`src/rtl/dbs_pkg.sv`:
```
package dbs_pkg;
   typedef enum logic {
      ST_IDLE = 1'b0,
      ST_WAIT = 1'b1
   } dbs_state_e;
endpackage

```
`src/rtl/dbs_region_match.sv`:
```
module dbs_region_match #(
   parameter int NREG = 4,
   parameter int AW   = 32,
   parameter int IW   = 2
) (
   input  logic [AW-1:0]      addr,
   input  logic [NREG*AW-1:0] cfg_base,
   input  logic [NREG*AW-1:0] cfg_mask,
   input  logic [NREG-1:0]    cfg_en,
   output logic               hit,
   output logic [IW-1:0]      idx
);
   logic [NREG-1:0] m;

   for (genvar i = 0; i < NREG; i++) begin : g_cmp
      assign m[i] = cfg_en[i] &&
         (((addr ^ cfg_base[i*AW +: AW]) & cfg_mask[i*AW +: AW]) == '0);
   end

   // lowest index wins: scan from the top so lower indices overwrite
   always_comb begin
      hit = 1'b0;
      idx = '0;
      for (int i = NREG - 1; i >= 0; i--) begin
         if (m[i]) begin
            hit = 1'b1;
            idx = IW'(i);
         end
      end
   end
endmodule

```
`src/rtl/dbs_wait_timer.sv`:
```
module dbs_wait_timer #(
   parameter int CW = 6
) (
   input  logic          clk,
   input  logic          rst_n,
   input  logic          clear,
   input  logic          run,
   output logic [CW-1:0] cnt
);
   always_ff @(posedge clk or negedge rst_n) begin
      if (!rst_n)                      cnt <= '0;
      else if (clear)                  cnt <= '0;
      else if (run && (cnt != '1))     cnt <= cnt + 1'b1;
   end
endmodule

```
`src/rtl/dual_bus_steer.sv`:
```
module dual_bus_steer
   import dbs_pkg::*;
#(
   parameter int NREG    = 4,
   parameter int AW      = 32,
   parameter int DW      = 32,
   parameter int WSW     = 4,
   parameter int TIMEOUT = 16
) (
   input  logic               clk,
   input  logic               rst_n,
   input  logic               req_valid,
   output logic               req_ready,
   input  logic [AW-1:0]      req_addr,
   input  logic               req_we,
   input  logic [DW-1:0]      req_wdata,
   output logic               rsp_valid,
   output logic [DW-1:0]      rsp_rdata,
   output logic               rsp_err,
   input  logic [NREG*AW-1:0] cfg_base,
   input  logic [NREG*AW-1:0] cfg_mask,
   input  logic [NREG-1:0]    cfg_en,
   input  logic [NREG-1:0]    cfg_cal,
   input  logic [NREG*WSW-1:0] cfg_wait,
   input  logic               bus_grant,
   output logic               pri_ts,
   output logic [NREG-1:0]    pri_cs,
   output logic [AW-1:0]      pri_addr,
   output logic               pri_we,
   output logic [DW-1:0]      pri_wdata,
   input  logic               pri_ta,
   input  logic [DW-1:0]      pri_rdata,
   output logic               cal_ts,
   output logic [NREG-1:0]    cal_cs,
   output logic [AW-1:0]      cal_addr,
   output logic               cal_we,
   output logic [DW-1:0]      cal_wdata,
   input  logic               cal_ta,
   input  logic [DW-1:0]      cal_rdata
);
   localparam int IW  = (NREG > 1) ? $clog2(NREG) : 1;
   localparam int TOW = $clog2(TIMEOUT + 1);
   localparam int CW  = ((WSW > TOW) ? WSW : TOW) + 1;

   if (NREG < 1)    begin : g_bad_nreg $error("NREG must be at least 1"); end
   if (AW < 8)      begin : g_bad_aw   $error("AW must be at least 8"); end
   if (DW < 8)      begin : g_bad_dw   $error("DW must be at least 8"); end
   if (WSW < 1)     begin : g_bad_wsw  $error("WSW must be at least 1"); end
   if (TIMEOUT < 2) begin : g_bad_to   $error("TIMEOUT must be at least 2"); end

   dbs_state_e    st;
   logic          dec_hit, dec_cal;
   logic [IW-1:0] dec_idx;
   logic [WSW-1:0] dec_ws;

   logic [AW-1:0]  a_addr;
   logic           a_we, a_hit, a_cal;
   logic [DW-1:0]  a_wdata;
   logic [IW-1:0]  a_idx;
   logic [WSW-1:0] a_ws;

   logic           last_hit, last_cal, fresh;
   logic [IW-1:0]  last_idx;
   logic [CW-1:0]  wcnt;

   logic idle, busy, take, same_key, need_dead;
   logic ta_sel, ack, tmo, done, on;
   logic [DW-1:0] rd_sel;

   logic [AW-1:0] cur_addr;
   logic [DW-1:0] cur_wdata;
   logic          cur_we, cur_hit, cur_cal;
   logic [IW-1:0] cur_idx;

   dbs_region_match #(.NREG(NREG), .AW(AW), .IW(IW)) u_match (
      .addr(req_addr), .cfg_base(cfg_base), .cfg_mask(cfg_mask),
      .cfg_en(cfg_en), .hit(dec_hit), .idx(dec_idx)
   );

   dbs_wait_timer #(.CW(CW)) u_timer (
      .clk(clk), .rst_n(rst_n), .clear(take), .run(busy), .cnt(wcnt)
   );

   assign dec_cal = dec_hit && cfg_cal[dec_idx];
   assign dec_ws  = dec_hit ? cfg_wait[dec_idx*WSW +: WSW] : '0;

   // turnaround gate: first idle cycle after a chip-select access,
   // next access targeting another select (or none)
   assign same_key  = (dec_hit == last_hit) && (dec_cal == last_cal) &&
                      (dec_idx == last_idx);
   assign need_dead = fresh && last_hit && !same_key;

   assign idle      = (st == ST_IDLE);
   assign busy      = (st == ST_WAIT);
   assign req_ready = idle && bus_grant && !need_dead;
   assign take      = req_valid && req_ready;

   assign ta_sel = a_cal ? cal_ta : pri_ta;
   assign rd_sel = a_cal ? cal_rdata : pri_rdata;
   assign ack    = busy && ta_sel && (wcnt >= CW'(a_ws));
   assign tmo    = busy && !a_hit && !ta_sel && (wcnt == CW'(TIMEOUT - 1));
   assign done   = ack || tmo;

   always_ff @(posedge clk or negedge rst_n) begin
      if (!rst_n) begin
         st        <= ST_IDLE;
         a_addr    <= '0;
         a_we      <= 1'b0;
         a_wdata   <= '0;
         a_hit     <= 1'b0;
         a_cal     <= 1'b0;
         a_idx     <= '0;
         a_ws      <= '0;
         last_hit  <= 1'b0;
         last_cal  <= 1'b0;
         last_idx  <= '0;
         fresh     <= 1'b0;
         rsp_valid <= 1'b0;
         rsp_rdata <= '0;
         rsp_err   <= 1'b0;
      end else begin
         rsp_valid <= done;
         if (done) begin
            st        <= ST_IDLE;
            rsp_rdata <= ack ? rd_sel : '0;
            rsp_err   <= !ack;
            last_hit  <= a_hit;
            last_cal  <= a_cal;
            last_idx  <= a_idx;
            fresh     <= 1'b1;
         end else if (take) begin
            st      <= ST_WAIT;
            a_addr  <= req_addr;
            a_we    <= req_we;
            a_wdata <= req_wdata;
            a_hit   <= dec_hit;
            a_cal   <= dec_cal;
            a_idx   <= dec_idx;
            a_ws    <= dec_ws;
            fresh   <= 1'b0;
         end else if (idle) begin
            fresh <= 1'b0;
         end
      end
   end

   // the start cycle drives straight from the request
   assign cur_addr  = take ? req_addr  : a_addr;
   assign cur_wdata = take ? req_wdata : a_wdata;
   assign cur_we    = take ? req_we    : a_we;
   assign cur_hit   = take ? dec_hit   : a_hit;
   assign cur_cal   = take ? dec_cal   : a_cal;
   assign cur_idx   = take ? dec_idx   : a_idx;
   assign on        = take || busy;

   assign pri_ts    = take && !dec_cal;
   assign cal_ts    = take &&  dec_cal;
   assign pri_addr  = (on && !cur_cal) ? cur_addr  : '0;
   assign pri_we    = on && !cur_cal && cur_we;
   assign pri_wdata = (on && !cur_cal) ? cur_wdata : '0;
   assign cal_addr  = (on && cur_cal)  ? cur_addr  : '0;
   assign cal_we    = on && cur_cal && cur_we;
   assign cal_wdata = (on && cur_cal)  ? cur_wdata : '0;

   for (genvar i = 0; i < NREG; i++) begin : g_cs
      assign pri_cs[i] = on && cur_hit && !cur_cal && (cur_idx == IW'(i));
      assign cal_cs[i] = on && cur_hit &&  cur_cal && (cur_idx == IW'(i));
   end
endmodule

```
`config.mk`:
```
export PLATFORM = sky130hd
export DESIGN_NAME = dual_bus_steer
export DESIGN_NICKNAME = d
export VERILOG_FILES = /design/src/rtl/dbs_pkg.sv /design/src/rtl/dbs_region_match.sv /design/src/rtl/dbs_wait_timer.sv /design/src/rtl/dual_bus_steer.sv
export SDC_FILE = /design/constraint.sdc
export NUM_CORES = 1
export LEC_CHECK = 0
export BUFFER_PORTS_ARGS = -buffer_cell sky130_fd_sc_hd__buf_2
export CAP_MARGIN = 20
export CORE_AREA = 2 2 230 232
export CTS_CLUSTER_SIZE = 30
export DETAILED_ROUTE_END_ITERATION = 8
export DIE_AREA = 0 0 232 234
export PLACE_DENSITY = 0.39
export SYNTH_ARGS = -nofsm -noshare
export SYNTH_HDL_FRONTEND = slang
export SYNTH_HIERARCHICAL = 1
export SYNTH_SLANG_ARGS = --single-unit
export TNS_END_PERCENT = 5
```
`constraint.sdc`:
```
create_clock -name clk -period 10.53 [get_ports clk]
set_clock_uncertainty 0.05 [all_clocks]
set_input_delay 1.5795 -clock clk [delete_from_list [all_inputs] [get_ports clk]]
set_output_delay 1.5795 -clock clk [all_outputs]
set_load 0.01 [all_outputs]
```
* After elaboration in Yosys (flattened, before gate mapping)
Cells that the tools add are included.
Widths: inputs -> output; s select.
** Word-level totals
- Bits in registers :: 119
- Bits in latches :: 0
- Memory bits (writable) :: 0
- Bits in read-only memories :: 0
- Memories :: 0
** Operators by class
- Add/subtract/negate cells :: 1
- Multiply operators :: 0
- Divide/modulo/power cells :: 0
- Order comparisons :: 2
- Equal/unequal tests :: 9
- Shift operators :: 1
- Muxes and demuxes :: 31
- Bitwise logic cells :: 10
- Reduce and logical (&&, ||, !) cells :: 52
** Operators with widths (count)
- $mux 32 :: 8
- $and 32x32->32 :: 4
- $logic_not 32->1 :: 4
- $xor 32x32->32 :: 4
- $logic_and 1x1->1 :: 35
- $shiftx 16x5->4 :: 1
- $mux 1 :: 14
- $mux 6 :: 2
- $mux 2 :: 5
- $logic_not 1->1 :: 7
- $add 6x1->6 const B :: 1
- $eq 6x4->1 const B :: 1
- $ge 6x4->1 :: 1
- $ne 6x6->1 const B :: 1
- $eq 2x2->1 const B :: 2
- $mux 4 :: 1
- $reduce_bool 2->1 :: 2
- $lt 2x3->1 const B :: 1
- $ne 3x1->1 const B :: 1
- $bmux 1 s2 :: 1
- $eq 1x1->1 :: 2
- $eq 2x1->1 const B :: 1
- $eq 2x2->1 :: 1
- $logic_not 2->1 :: 1
- 3 further kinds :: 5

* Logic depth before layout (Yosys ltp)
- Depth in word-level cells :: 23
- Mapped depth :: 16

* Cells and area by module
Netlist, hierarchy kept.
** Modules (own cells, without submodules)
- dual_bus_steer :: times used 1, cells each 696, area each 6676.4 um2, sequential area each 2827.7 um2
- dbs_region_match :: times used 1, cells each 217, area each 1818.0 um2, sequential area each 0.0 um2
- dbs_wait_timer :: times used 1, cells each 35, area each 345.3 um2, sequential area each 150.1 um2

* Worst setup path before layout
No wires, ideal clock.
- Kind :: input to output
- Start :: in req_addr[14]
- End :: out cal_cs[2]
- Data arrival time :: 4745 ps
- Setup slack :: 4155 ps
- Cell stages on the path :: 14
- Cell sequence :: xor2_1 > a22o_1 > a221oi_2 > nand3_1 > or4_4 > nand2b_4 > a21boi_2 > mux2_2 > a22o_4 > xnor2_4 > a21o_4 > nand2_1 > inv_1 > o31ai_1
** On the way
- Word-level cells in the longest chain between the ends :: 23
- Elaborated cells between the ends (all ways) :: 45
** RTL lines
- start: declaration :: RTL line dual_bus_steer.sv:14 : input logic [AW-1:0] req_addr,
- $xor 32x32->32 :: RTL line dbs_region_match.sv:17 : (((addr ^ cfg_base[i*AW +: AW]) & cfg_mask[i*AW +: AW]) == '0);
- $and 32x32->32 :: RTL line dbs_region_match.sv:17
- $logic_not 32->1 :: RTL line dbs_region_match.sv:17
- $logic_and 1x1->1 :: RTL line dbs_region_match.sv:16 : assign m[i] = cfg_en[i] &&
- $mux 2 (3 in series) :: RTL line dbs_region_match.sv:25 : if (m[i]) begin
- $mux 2 (*) :: RTL line dbs_region_match.sv:25
- net dec_idx[0] :: RTL line dual_bus_steer.sv:53 : logic [IW-1:0] dec_idx;
- $bmux 1 s2 :: RTL line dual_bus_steer.sv:84 : assign dec_cal = dec_hit && cfg_cal[dec_idx];
- [... 6 more ...]
- $logic_and 1x1->1 (*) :: RTL line dual_bus_steer.sv:91 : assign need_dead = fresh && last_hit && !same_key;
- $logic_not 1->1 (*) :: RTL line dual_bus_steer.sv:95 : assign req_ready = idle && bus_grant && !need_dead;
- $logic_and 1x1->1 (*) :: RTL line dual_bus_steer.sv:95
- $logic_and 1x1->1 (*) :: RTL line dual_bus_steer.sv:96 : assign take = req_valid && req_ready;
- net take :: RTL line dual_bus_steer.sv:66 : logic idle, busy, take, same_key, need_dead;
- $mux 1 or $logic_or 1x1->1 (tied branches)
- $logic_and 1x1->1 (2 in series) :: RTL line dual_bus_steer.sv:167 : assign cal_cs[i] = on && cur_hit && cur_cal && (cur_idx == IW'(i));
- $logic_and 1x1->1 (*) :: RTL line dual_bus_steer.sv:167
- end: declaration :: RTL line dual_bus_steer.sv:34 : output logic [NREG-1:0] cal_cs,
Mark *: on every way through the listed nets, which the timed path passes. The rest lies on a longest branch. The select of a mux whose other input is x is not followed.

* Final worst setup path
- Start :: in req_addr[14]
- End :: out pri_cs[2]
** On the way
- Word-level cells in the longest chain between the ends :: 23
- Elaborated cells between the ends (all ways) :: 46
** RTL lines
- $xor 32x32->32 :: RTL line dbs_region_match.sv:17
- $and 32x32->32 :: RTL line dbs_region_match.sv:17
- $logic_not 32->1 :: RTL line dbs_region_match.sv:17
- $logic_and 1x1->1 :: RTL line dbs_region_match.sv:16
- $mux 2 (3 in series) :: RTL line dbs_region_match.sv:25
- $mux 2 (*) :: RTL line dbs_region_match.sv:25
- net dec_idx[0] :: RTL line dual_bus_steer.sv:53
- $bmux 1 s2 :: RTL line dual_bus_steer.sv:84
- [... 7 more ...]
- $logic_not 1->1 (*) :: RTL line dual_bus_steer.sv:95
- $logic_and 1x1->1 (*) :: RTL line dual_bus_steer.sv:95
- $logic_and 1x1->1 (*) :: RTL line dual_bus_steer.sv:96
- net take :: RTL line dual_bus_steer.sv:66
- $mux 1 or $logic_or 1x1->1 (tied branches)
- $logic_and 1x1->1 or $logic_not 1->1 (tied branches) :: RTL line dual_bus_steer.sv:166 : assign pri_cs[i] = on && cur_hit && !cur_cal && (cur_idx == IW'(i));
- $logic_and 1x1->1 :: RTL line dual_bus_steer.sv:166
- $logic_and 1x1->1 (*) :: RTL line dual_bus_steer.sv:166
- end: declaration :: RTL line dual_bus_steer.sv:27 : output logic [NREG-1:0] pri_cs,
Marks and branches as above.

==> results.sh <==
export IMPL_status="finished clean"
export IMPL_data_required_time_at_the_worst_endpoint_ns=8.90
export IMPL_timing_hold_violations_final=0
export IMPL_die_w_um=232
export IMPL_routed_wirelength_um=53500
export IMPL_arrival_ns=6.50
export IMPL_timing_final_crit_share_pct=77.2
export IMPL_grt_setup_unrepaired="false"
export IMPL_placedInstanceArea_um2=12500
export IMPL_worstSetupStartpointType="primary input"
export IMPL_die_y_um=234
export IMPL_synth_most_common_cell="a21oi_1"
export IMPL_switch_pwr_mw=1.02
export IMPL_rows=84
export IMPL_gr_usage_met3_pct=5.91
export IMPL_critical_path_peak_fanout=34
export IMPL_core_area_um2=52000
export IMPL_grt_remaining_overflow=0
export IMPL_swShare_pct=40.7
export IMPL_final_setup_worst_slack_ns=2.40
export IMPL_gr_usage_met1_pct=19.7
export IMPL_tritoncts="built"
export IMPL_cts_hold_buffers=0
export IMPL_syn_cell_area_um2=8840
export IMPL_path_class="primary input to output port"
export IMPL_avgRoutedWirePerCell_um=24.0
export IMPL_vias=9926
export IMPL_die_area_um2=54300
export IMPL_finalCriticalPeriod_ns=8.13
export IMPL_synth_enable_flop_cells=0
export IMPL_antenna_found_initial=24
export IMPL_groute_layer_met2_usage_pct=35.3
export IMPL_final_area_um2=13200
export IMPL_max_freq_ghz=0.123
export IMPL_syn_mean_instance_area_um2=9.32
export IMPL_final_cell_count_no_fill=2227
export IMPL_drt_pre_antenna_iters=6
export IMPL_kind_of_cell_adding_the_most_delay_to_the_critical_path="compound AO/OA/AOI/OAI gates"
export IMPL_powerDensity_nw_per_um2=191
export IMPL_timing_max_transition_violations_final=0
export IMPL_clk_path_buf_depth=2
export IMPL_power_combinational_fraction_pct=44.5
export IMPL_via_per_inst=4.46
export IMPL_clock_latency_reported_for_the_late_side_of_the_worst_skew_pair_ns=0.47
export IMPL_synth_fp_nets=1368
export IMPL_cellLeakagePower_nw=6.50
export IMPL_initial_standard_cell_utilization_of_the_core_pct=17.0
export IMPL_power_ir_vdd_worst_mv=0.130
export IMPL_placement_setup_worst_slack_ns=2.28
export IMPL_cpPeakStageDelay_ns=0.57
export IMPL_timing_critical_path_buf_inv=3
export IMPL_timing_max_slew_rel_slack_pct=36.4
export IMPL_grt_max_degree=72
export IMPL_critical_path_slowest_cell="or4_4"
export IMPL_crit_path_cell_trace="buf_2 > xor2_1 > a22o_1 > a221oi_2 > nand3_1 > or4_4 > nand2b_4 > a21boi_2 > mux2_2 > a22o_4 > xnor2_4 > a21o_4 > nand2_1 > inv_1 > o31ai_1 > buf_2"
export IMPL_timing_hold_worst_class="flip-flop to flip-flop"
export IMPL_cpMostUsedCell="buf_2"
export IMPL_setup_viol=0
export IMPL_io_buffer_count=589
export IMPL_synth_commonest_cells="a21oi_1 (139), xor2_1 (131), dfrtp_1 (119)"
export IMPL_netlist_top_cell_by_area="dfrtp_1"
export IMPL_cts_bufs_inserted=17
export IMPL_clkSlewWorstSetupHoldPaths_ns=0.05
export IMPL_grt_usage_pct=19.3
export IMPL_wire_length_of_the_first_global_routing_pass_um=72900
export IMPL_asyncSetResetFlopFracSynth_pct=100
export IMPL_netlist_area_leader_share_pct=33.7
export IMPL_synthesis_yosys_warnings=6
export IMPL_quantity_of_gates_resized_following_cts=0
export IMPL_max_cap_viol_count=0
export IMPL_top_level_ports=590
export IMPL_busiest_layer="met2"
export IMPL_drive_gt1_share_pct=48.1
export IMPL_ant_nets=0
export IMPL_clock_sinks=119
export IMPL_number_of_nets_in_the_layout=1932
export IMPL_finalWeightedCongestion=0.918
export IMPL_netlist_top_cells_area="dfrtp_1 (34%), xor2_1 (13%), a21oi_1 (7.9%)"
export IMPL_drc=0
export IMPL_synth_flop_cell="dfrtp_1"
export IMPL_portion_of_the_post_synthesis_area_used_by_sequential_elements_pct=33.7
export IMPL_tightestPinTransition_ns=0.954
export IMPL_end_kind="output port"
export IMPL_cts_setup_buffers=0
export IMPL_place_detailed_instances=2181
export IMPL_nFillCells=5807
export IMPL_hold_ws_ns=0.450
export IMPL_first_iter_violations=555
export IMPL_areaGrowthSynthToFinish_pct=49.4
export IMPL_clock_tree_htree_level_count=4
export IMPL_power_clock_fraction_pct=25.8
export IMPL_postSynthRegisterBits=119
export IMPL_setup_tns_ns=0
export IMPL_sequential_fraction_of_design_power_pct=29.7
export IMPL_post_synth_inst_count=948
export IMPL_cts_root_buf="clkbuf_16"
export IMPL_p_int_mw=1.49
export IMPL_number_of_global_route_vias_before_repair=10100
export IMPL_place_hpwl_um=43900
export IMPL_synth_cell_types=62
flip-flops by register name, indices dropped and copies added (netlist names):
name / cells
a_addr: 32
a_cal: 1
a_hit: 1
a_idx: 2
a_wdata: 32
a_we: 1
a_ws: 4
busy: 1
fresh: 1
last_cal: 1
last_hit: 1
last_idx: 2
rsp_err: 1
rsp_rdata: 32
rsp_valid: 1
u_timer/cnt: 6
cell families (layout without fill, tap and decap cells):
kind of cell	after synthesis	in the layout	share of synthesized area, %
multiplexers	78	78	9.55
other	0	14	0
AO/OA/AOI/OAI	304	304	21.2
adder cells (fa/ha/maj)	5	5	0.708
buffers and inverters	69	646	4.08
AND/OR/NAND/NOR	241	241	17.5
flip-flops	119	119	33.7
XOR/XNOR	132	132	13.3
worst paths after layout:
path                                   start                         end  slack (ns)  cells past startpoint
max                             req_addr[14]                   pri_cs[2]        2.40                     16
min                        fresh$_DFFE_PN0P_           fresh$_DFFE_PN0P_        0.45                      1
max reg2reg                 busy$_DFFE_PN0P_  u_timer/cnt[1]$_DFFE_PN0P_        6.61                      7
min reg2reg                fresh$_DFFE_PN0P_           fresh$_DFFE_PN0P_        0.45                      1
max in group asynchronous              rst_n       a_addr[5]$_DFFE_PN0P_        8.10                      2
min in group asynchronous              rst_n   rsp_rdata[26]$_DFFE_PN0N_        1.10                      1
cells in the final DEF, fill, tap and decap left out, drive strengths merged, types with 3 or more instances in the layout:
cell,count
or4,5
a221oi,13
clkinv,6
dfrtp,119
o21ai,75
nor3,4
buf,605
mux2i,66
diode,14
xor2,131
nand4,16
mux4,4
nand3,78
a21o,5
ha,5
clkbuf,19
nand2,112
a22o,13
inv,11
mux2,8
a21oi,140
nor3b,3
a22oi,33
and2,4
a222oi,4
bufinv,4
nor2,7
worst register-to-register path: stages (launching register included):
cell	delay (ns)
dfrtp_1	0.66
and3b_4	1.00
buf_4	0.75
nand2_1	0.36
inv_1	0.42
inv_1	0.18
a41oi_1	0.18
o311ai_0	0.16
per-layer routing:
| layer | share of wire (%) | up-vias |
|---|---|---|
| li1 | - | 4621 |
| met1 | 36 | 4714 |
| met2 | 52 | 487 |
| met3 | 7.3 | 98 |
| met4 | 4.6 | 6 |
| met5 | 0.067 | - |
power groups by stage:
stage / Sequential [mW] / Clock (mW) / Combinational [mW]
after floorplan: 0.763 / 0 / 0.607
final: 0.748 / 0.649 / 1.12
after detailed placement: 0.759 / 0 / 1.14
after global routing: 0.778 / 0.693 / 1.23
after CTS: 0.751 / 0.679 / 1.14
after global placement: 0.756 / 0 / 1.12
stage by stage:
step	power [mW]	util [%]
2_1_floorplan	1.37	-
3_3_place_gp	1.88	24.0
3_5_place_dp	1.89	24.1
4_1_cts	2.57	25.3
5_1_grt	2.70	25.4
6_report	2.52	25.4
area by class of cell:
type                            count  area, um^2  share of cell area, %
Antenna cell                       14        35.0                  0.265
Clock buffer                       19         443                   3.35
Clock inverter                     13         194                   1.47
Inverter                            9        33.8                  0.256
Multi-Input combinational cell    760        5540                   42.0
Sequential cell                   119        2980                   22.6
Tap cell                          688         861                   6.52
Timing Repair Buffer              605        3120                   23.6
(Power assumes the default switching activity.)
